File: config.mk
export PLATFORM = sky130hd
export DESIGN_NAME = ptx_encoder
export DESIGN_NICKNAME = d
export VERILOG_FILES = /design/src/rtl/ptx_pkg.sv /design/src/rtl/ptx_framer.sv /design/src/rtl/ptx_scrambler.sv /design/src/rtl/ptx_mlt3.sv /design/src/rtl/ptx_encoder.sv
export SDC_FILE = /design/constraint.sdc
export NUM_CORES = 1
export LEC_CHECK = 0
export BUFFER_PORTS_ARGS = -buffer_cell sky130_fd_sc_hd__buf_2
export CAP_MARGIN = 20
export CORE_MARGIN = 4
export CORE_UTILIZATION = 45
export DETAILED_ROUTE_END_ITERATION = 16
export GPL_TIMING_DRIVEN = 0
export PLACE_DENSITY = 0.74
export RECOVER_POWER = 50
export SLEW_MARGIN = 20
export SYNTH_ARGS = -nofsm -noshare
export SYNTH_HDL_FRONTEND = slang
export SYNTH_SLANG_ARGS = --single-unit
File: constraint.sdc
create_clock -name clk_sym -period 2.8 [get_ports clk_sym]
set_clock_uncertainty 0.1 [all_clocks]
set_input_delay 0 -clock clk_sym [delete_from_list [all_inputs] [get_ports clk_sym]]
set_output_delay 0 -clock clk_sym [all_outputs]
set_load 0.05 [all_outputs]
File: src/rtl/ptx_pkg.sv
package ptx_pkg;

   localparam int NIB_W = 4;
   localparam int CG_W  = 5;
   localparam int CNT_W = $clog2(CG_W);

   typedef logic [CG_W-1:0] cg_t;

   localparam cg_t CG_IDLE = 5'b11111;
   localparam cg_t CG_J    = 5'b11000;
   localparam cg_t CG_K    = 5'b10001;
   localparam cg_t CG_T    = 5'b01101;
   localparam cg_t CG_R    = 5'b00111;

   typedef enum logic [1:0] {
      FR_IDLE = 2'd0,
      FR_SSD2 = 2'd1,
      FR_DATA = 2'd2,
      FR_ESD2 = 2'd3
   } fr_state_t;

   typedef enum logic [1:0] {
      LVL_ZERO = 2'b00,
      LVL_POS  = 2'b01,
      LVL_NEG  = 2'b11
   } lvl_t;

   function automatic cg_t nib_to_cg(input logic [NIB_W-1:0] n);
      cg_t c;
      unique case (n)
         4'h0: c = 5'b11110;
         4'h1: c = 5'b01001;
         4'h2: c = 5'b10100;
         4'h3: c = 5'b10101;
         4'h4: c = 5'b01010;
         4'h5: c = 5'b01011;
         4'h6: c = 5'b01110;
         4'h7: c = 5'b01111;
         4'h8: c = 5'b10010;
         4'h9: c = 5'b10011;
         4'hA: c = 5'b10110;
         4'hB: c = 5'b10111;
         4'hC: c = 5'b11010;
         4'hD: c = 5'b11011;
         4'hE: c = 5'b11100;
         default: c = 5'b11101;
      endcase
      return c;
   endfunction

endpackage

File: src/rtl/ptx_framer.sv
module ptx_framer
   import ptx_pkg::*;
#(
   parameter int CLK_HIGH = 2
) (
   input  logic             clk,
   input  logic             rst_n,
   input  logic             tx_en,
   input  logic [NIB_W-1:0] txd,
   output logic             tx_clk,
   output logic             grp_ld,
   output cg_t              grp_q,
   output logic             plain
);

   localparam logic [CNT_W-1:0] LAST_C = CNT_W'(CG_W - 1);
   localparam logic [CNT_W-1:0] HIGH_C = CNT_W'(CLK_HIGH);

   logic [CNT_W-1:0] cnt_q;
   fr_state_t        st_q, st_d;
   cg_t              grp_d;

   assign grp_ld = (cnt_q == LAST_C);
   assign tx_clk = (cnt_q < HIGH_C);
   assign plain  = grp_q[LAST_C - cnt_q];

   always_comb begin
      st_d  = st_q;
      grp_d = grp_q;
      unique case (st_q)
         FR_IDLE: begin
            if (tx_en) begin
               grp_d = CG_J;
               st_d  = FR_SSD2;
            end else begin
               grp_d = CG_IDLE;
            end
         end
         FR_SSD2: begin
            grp_d = CG_K;
            st_d  = FR_DATA;
         end
         FR_DATA: begin
            if (tx_en) begin
               grp_d = nib_to_cg(txd);
            end else begin
               grp_d = CG_T;
               st_d  = FR_ESD2;
            end
         end
         default: begin
            grp_d = CG_R;
            st_d  = FR_IDLE;
         end
      endcase
   end

   always_ff @(posedge clk or negedge rst_n) begin
      if (!rst_n) begin
         cnt_q <= '0;
         st_q  <= FR_IDLE;
         grp_q <= CG_IDLE;
      end else begin
         cnt_q <= grp_ld ? '0 : cnt_q + 1'b1;
         if (grp_ld) begin
            st_q  <= st_d;
            grp_q <= grp_d;
         end
      end
   end

endmodule

File: src/rtl/ptx_scrambler.sv
module ptx_scrambler #(
   parameter int LEN    = 11,
   parameter int TAP    = 9,
   parameter int SEED   = 11'h2A5,
   parameter bit ENABLE = 1'b1
) (
   input  logic clk,
   input  logic rst_n,
   input  logic plain,
   output logic scr_q
);

   generate
      if (ENABLE) begin : g_scr
         logic [LEN-1:0] lfsr_q;
         logic           key;

         assign key = lfsr_q[LEN-1] ^ lfsr_q[TAP-1];

         always_ff @(posedge clk or negedge rst_n) begin
            if (!rst_n) begin
               lfsr_q <= LEN'(SEED);
               scr_q  <= 1'b0;
            end else begin
               lfsr_q <= {lfsr_q[LEN-2:0], key};
               scr_q  <= plain ^ key;
            end
         end
      end else begin : g_bypass
         always_ff @(posedge clk or negedge rst_n) begin
            if (!rst_n) scr_q <= 1'b0;
            else        scr_q <= plain;
         end
      end
   endgenerate

endmodule

File: src/rtl/ptx_mlt3.sv
module ptx_mlt3
   import ptx_pkg::*;
(
   input  logic       clk,
   input  logic       rst_n,
   input  logic       bit_in,
   output logic [1:0] sym
);

   logic [1:0] phase_q;

   always_ff @(posedge clk or negedge rst_n) begin
      if (!rst_n) phase_q <= 2'd0;
      else        phase_q <= phase_q + {1'b0, bit_in};
   end

   always_comb begin
      unique case (phase_q)
         2'd1:    sym = LVL_POS;
         2'd3:    sym = LVL_NEG;
         default: sym = LVL_ZERO;
      endcase
   end

endmodule

File: src/rtl/ptx_encoder.sv
module ptx_encoder
   import ptx_pkg::*;
#(
   parameter int LFSR_LEN  = 11,
   parameter int LFSR_TAP  = 9,
   parameter int LFSR_SEED = 11'h2A5,
   parameter bit SCRAMBLE  = 1'b1,
   parameter int CLK_HIGH  = 2
) (
   input  logic       clk_sym,
   input  logic       rst_n,
   input  logic       tx_en,
   input  logic [3:0] txd,
   output logic       tx_clk,
   output logic [1:0] sym
);

   if (LFSR_SEED == 0) begin : g_bad_seed
      $error("ptx_encoder: LFSR_SEED must be nonzero");
   end
   if (LFSR_TAP < 1 || LFSR_TAP >= LFSR_LEN) begin : g_bad_tap
      $error("ptx_encoder: LFSR_TAP must lie below LFSR_LEN");
   end
   if (CLK_HIGH < 1 || CLK_HIGH >= CG_W) begin : g_bad_high
      $error("ptx_encoder: CLK_HIGH must be 1..4");
   end

   logic grp_ld;
   cg_t  grp_q;
   logic plain;
   logic scr_q;

   ptx_framer #(.CLK_HIGH(CLK_HIGH)) u_framer (
      .clk    (clk_sym),
      .rst_n  (rst_n),
      .tx_en  (tx_en),
      .txd    (txd),
      .tx_clk (tx_clk),
      .grp_ld (grp_ld),
      .grp_q  (grp_q),
      .plain  (plain)
   );

   ptx_scrambler #(
      .LEN    (LFSR_LEN),
      .TAP    (LFSR_TAP),
      .SEED   (LFSR_SEED),
      .ENABLE (SCRAMBLE)
   ) u_scr (
      .clk   (clk_sym),
      .rst_n (rst_n),
      .plain (plain),
      .scr_q (scr_q)
   );

   ptx_mlt3 u_mlt3 (
      .clk    (clk_sym),
      .rst_n  (rst_n),
      .bit_in (scr_q),
      .sym    (sym)
   );

endmodule

# Word level (Yosys, flattened, before mapping)
# Memories as Yosys holds them, arrays and structs flattened.
# Cells that the tools add are included.
dict set report totals {
  out_inout_bits 3
  inputBits 7
  rom_bits 80
  wordCells 33
  ff_bits 24
  ram_bits 0
  latchBits 0
  mem_count 1
}
dict set report op_classes {
  n_div 0
  n_lt_le_gt_ge 2
  shifts 0
  addsub 3
  n_eq_ne 7
  bitwise_logic 2
  mul 0
  reduce_logical 2
  muxes 10
}
# name depth word_bits read_ports rd_clocked_by_memory_dff write_ports line_no
set memory_table {}
lappend memory_table {{(name not given)} 16 5 1 0 0 ptx_pkg.sv:30} ;# unique case (n)
# cell count
set ops {}
lappend ops {{5-bit one-hot mux with 3 select lines} 1}
lappend ops {{3-bit two-way mux} 2}
lappend ops {{2-bit one-hot mux with 3 select lines} 1}
lappend ops {{5-bit two-way mux} 1}
lappend ops {{2-bit by 1-bit equality test with 1-bit output, second input constant} 2}
lappend ops {{2-bit equality test, second input constant} 2}
lappend ops {{3-bit by 4-bit < comparator with 1-bit output, second input constant} 1}
lappend ops {{2-bit two-way mux} 2}
lappend ops {{2-bit inequality test, second input constant} 2}
lappend ops {{2-bit one-hot mux with 2 select lines} 1}
lappend ops {{3-bit by 1-bit adder with 3-bit output, second input constant} 1}
lappend ops {{1-bit binary-select mux with 3-bit select} 1}
lappend ops {{3-bit equality test, second input constant} 1}
lappend ops {{3-bit by 2-bit < comparator with 1-bit output, second input constant} 1}
lappend ops {{3-bit AND reduction} 1}
lappend ops {{3-bit subtractor, first input constant} 1}
lappend ops {{2-bit by 1-bit adder with 2-bit output} 1}
lappend ops {{2-bit logical NOT} 1}
lappend ops {{1-bit bitwise XOR} 2}
lappend ops {{1-bit two-way mux} 1}

# Longest topological paths before layout
dict set report logic_depth {
  depth_word 4
  ltp_mapped 6
  depth_no_buf 6
}

# Hierarchy
# A second synthesis with hierarchy kept.
dict set report unflattened {
  cells_unflattened 88
  area_unflattened_um2 1062.3
}
# module area_per_inst_um2 instances seq_area_each_um2 cells_per_inst
set by_module_without_submodules {}
lappend by_module_without_submodules {ptx_framer 640.6 1 256.5 68}
lappend by_module_without_submodules {ptx_scrambler 339.1 1 306.5 14}
lappend by_module_without_submodules {ptx_mlt3 82.6 1 50.0 6}

# Worst setup path after synthesis
# Ideal clock, no wire load.
dict set report synth_timing {
  kind {reg-to-reg}
  startpoint {reg u_framer.cnt_q[0]}
  endpoint {reg u_scr.scr_q}
  t_arrival_ns 1.440
  synth_period_minus_slack_ns 1.620
  path_buffers 0
  t_required_ns 2.620
  slack_ns 1.180
  stages_incl_launch_ff 7
  setup_ns 0.080
  cell_sequence {dfrtp_1 > inv_1 > ha_1 > mux4_2 > nor2b_1 > a31oi_1 > xnor2_1}
}
dict set report synth_via {
  elab_chain_cells 4
}
# element line_no
set synth_lines {}
lappend synth_lines {{start: declaration} ptx_framer.sv:19} ;# logic [CNT_W-1:0] cnt_q;
lappend synth_lines {{start signal: assignment} ptx_framer.sv:64} ;# cnt_q <= grp_ld ? '0 : cnt_q + 1'b1;
lappend synth_lines {{3-bit subtractor} ptx_framer.sv:25} ;# assign plain = grp_q[LAST_C - cnt_q];
lappend synth_lines {{1-bit binary-select mux with 3-bit select} ptx_framer.sv:25}
lappend synth_lines {{1-bit two-way mux (implied by the code)} ptx_framer.sv:25}
lappend synth_lines {{1-bit bitwise XOR} ptx_scrambler.sv:26} ;# scr_q <= plain ^ key;
lappend synth_lines {{end signal: assignment} ptx_scrambler.sv:26}
lappend synth_lines {{end: declaration} ptx_scrambler.sv:10} ;# output logic scr_q
# No other way between the ends. The select of a mux whose other input is x is not followed.
# A chain may end at the register's enable or synchronous reset.

# Worst setup path after layout
# Ends and elaborated chain as after synthesis.

==> implementation parameters <==
Parameter                              Value

Run status
  Result of the run ... finished clean

Floorplanning
  CORE AREA ... 2190 um2
  I/O pin count ... 10
  Die height ... 55.8 um
  Initial cell density of the core ... 0.469
  Standard-cell rows ... 17
  Width of the die ... 55.8 um
  Die area ... 3110 um2

Logic synthesis
  Syn Inst Count ... 84
  Most common cell in the synthesized netlist ... dfrtp_1
  Top area cells in the synthesized netlist ... dfrtp_1, dfstp_2, ha_1
  Post-synthesis instance area ... 1030 um2
  Syn Area/Cell ... 12.2 um2
  Largest area contributor in the netlist ... dfrtp_1
  Cell variety after synth ... 27
  Net Count, Synth ... 99
  Number of enable-type register cells in the synthesized netlist ... 0
  Seq/Total Area, Yosys ... 0.596
  Portion of synthesized cell area occupied by the leading cell type ... 0.341
  Count of yosys warnings during synthesis ... 0
  Most frequently used flop master after synthesis ... dfrtp_1
  List of most frequent post-synthesis cells ... dfrtp_1, nor2_1, dfstp_2
  Share of synthesized flip-flops with an asynchronous set or reset ... 1.00
  Number of flip-flops and latches in the synthesized netlist ... 24

Drt
  Routed length on met3 ... 60 um
  Routed met2 length ... 730 um
  First-pass iteration count of the detailed router ... 2
  Count of antenna-violating nets left after detailed routing ... 0
  Uppermost layer routed ... met4
  Wl on met1 ... 697 um
  Routed wire length ... 1500 um
  DR vias/cell ... 4.88
  DRC violation count after routing ... 0
  Via count of the routed design ... 634
  Per-cell routed wire length ... 11.6 um
  DRT iter0 DRCs ... 2

Power
  Logic pwr share ... 0.333
  Internal power ... 0.000760 W
  Clock power share ... 0.215
  Pwr Density ... 903 nW/um2
  Switching fraction of total power ... 0.305
  Sequential cell fraction of total power ... 0.451
  VDD IR max ... 0.522 mV
  Reported net switching power ... 0.000333 W
  Pleak ... 0.560 nW

Critical path
  Type of the worst setup path ... reg -> reg
  Start point of the critical path ... u_framer.cnt_q[0]$_DFF_PN0_
  Required time at the endpoint of the critical path ... 2930 ps
  Arrival time of the worst setup path ... 1920 ps
  Highest fanout seen on the critical path ... 5
  Worst r2r src ... u_framer.cnt_q[0]$_DFF_PN0_
  Element type at the critical path start ... flip-flop
  Worst Setup End Kind ... flip-flop

Hold path
  Min-Delay Startpoint ... txd[2]
  Hold/Removal Path Class ... in -> reg

STA
  Fmax ... 561 MHz
  Total count of hold-check failures in the final report ... 0
  RSZ-0062 raised after global routing ... no
  Final worst path period share ... 0.637
  Slew at the pin closest to its max-slew limit ... 1190 ps
  Post-route worst setup slack ... 1020 ps
  Total negative setup slack ... 0 ps
  Max_slew headroom ... 0.208
  Setup violations, final ... 0
  Final Slew Violations ... 0
  Post-layout min period ... 1780 ps

Clocking
  Clk Latency, worst-skew pair ... 300 ps
  Post-CTS setup-driven buffer insertion count ... 0
  Clock buffer count from CTS ... 3
  Number of buffers on the longest clock path ... 2
  H-tree lvl count ... 1
  Clock sink count ... 24
  Clock-pin slew of the registers on the worst-case setup and hold paths ... 120 ps
  Root buffer cell ... clkbuf_4
  CTS tree ... built

Final layout
  Final instance count without filler cells ... 130
  Share of cells above drive strength 1 ... 0.245
  Growth of design area from synthesis to finish ... 17.6%
  # nets final ... 118
  Diodes inserted ... 0

Placement
  Placed insts ... 121
  Port Buf Inserts ... 9
  Post-detailed-placement half-perimeter wirelength ... 1080 um
  Final weighted congestion in routability-driven placement ... 0.746
  DP Worst Slack ... 1050 ps

Run
  Number of violations of the max-capacitance limit ... 0

Global route
  Wire length of the first global-routing pass ... 2840 um
  Vias in the first global route ... 646
  Maximum number of pins on one net before global-route repair ... 25
  Sum of overflow across all layers after global routing ... 0
  Number of antenna violations at the first check in global routing ... 0
  Total global routing track utilization ... 0.115
## path summary, 6_finish.rpt
check | endpoint | slack (ps) | cells after the start
min in group asynchronous | u_scr.scr_q$_DFF_PN0_ | 350 | 2
setup reg to reg | u_scr.scr_q$_DFF_PN0_ | 1020 | 6
max in group asynchronous | u_mlt3.phase_q[1]$_DFF_PN0_ | 1550 | 2
hold / removal | u_framer.grp_q[1]$_DFFE_PN1P_ | 80 | 5
hold reg to reg | u_scr.g_scr.lfsr_q[5]$_DFF_PN1_ | 260 | 0
setup / recovery | u_scr.scr_q$_DFF_PN0_ | 1020 | 6
## kinds of logic (layout without fill, tap and decap cells)
family / after synthesis / count (layout) / share of synthesized area
AND/OR/NAND/NOR: 25 / 25 / 0.122
AO/OA/AOI/OAI: 11 / 11 / 0.0694
flip-flops: 24 / 24 / 0.596
multiplexers: 3 / 3 / 0.0438
XOR/XNOR: 5 / 5 / 0.0426
buffers and inverters: 8 / 26 / 0.0292
adder cells (fa/ha/maj): 8 / 8 / 0.0973
## power groups by stage
stage | Sequential (W) | Clock [W] | Combinational (W)
floorplan | 0.000488 | 0 | 0.000286
global placement | 0.000498 | 0 | 0.000343
detailed placement | 0.000500 | 0 | 0.000353
CTS | 0.000495 | 0.000246 | 0.000368
global route | 0.000504 | 0.000263 | 0.000409
finish | 0.000493 | 0.000235 | 0.000364
## state kept, by name, indices dropped and copies added (netlist names)
signal              cells
u_framer.cnt_q          3
u_scr.scr_q             1
u_mlt3.phase_q          2
u_framer.st_q           2
u_framer.grp_q          5
u_scr.g_scr.lfsr_q     11
## cells in the final DEF (no fill, tap or decap), types with 2 or more instances in the layout
master	instances
dfrtp_1	14
buf_2	8
inv_1	6
dlygate4sd3_1	5
dfstp_2	10
nor2b_1	3
nand2b_1	3
xor2_1	2
nor2_1	11
mux2_2	2
clkbuf_4	3
nor3_1	2
clkbuf_1	3
a21oi_1	4
ha_1	8
xnor2_1	3
## cell type report
cell class,count,area [um2]
Timing Repair Buffer,14,93.8
Sequential cell,24,613
Buffer,2,7.51
Fill cell,179,981
Clock inverter,1,30.0
Multi-Input combinational cell,52,385
Inverter,6,22.5
Clock buffer,3,22.5
Tap cell,28,35.0
## metrics by stage
step | total power, W | util | cell area (um2) | hold slack [ps]
after floorplan | 0.000773 | - | 1030 | -396
after global placement | 0.000841 | 0.506 | 1110 | -109
after detailed placement | 0.000852 | 0.506 | 1110 | -100
after CTS | 0.00111 | 0.553 | 1210 | 58.6
after global routing | 0.00118 | 0.552 | 1210 | 119
final | 0.00109 | 0.552 | 1210 | 78.1
## what timing repair did
action,in CTS,in global routing
hold buffers,5,0
hold endpoints to repair,28,0
gates resized for setup,0,0
## layer usage
metal	track usage	vias to the layer above
met1	0.149	304
met3	0.0418	2
met2	0.184	8
li1	-	320
met5	0	-
met4	0.0208	0
## worst max-delay path, cell delays in order, from the launching register on
cell and delay, ps:
dfrtp_1 450, inv_1 60, ha_1 320, mux4_2 300, nor2b_1 150, a31oi_1 200
xnor2_1 140
Power figures use the tool's default switching activity.
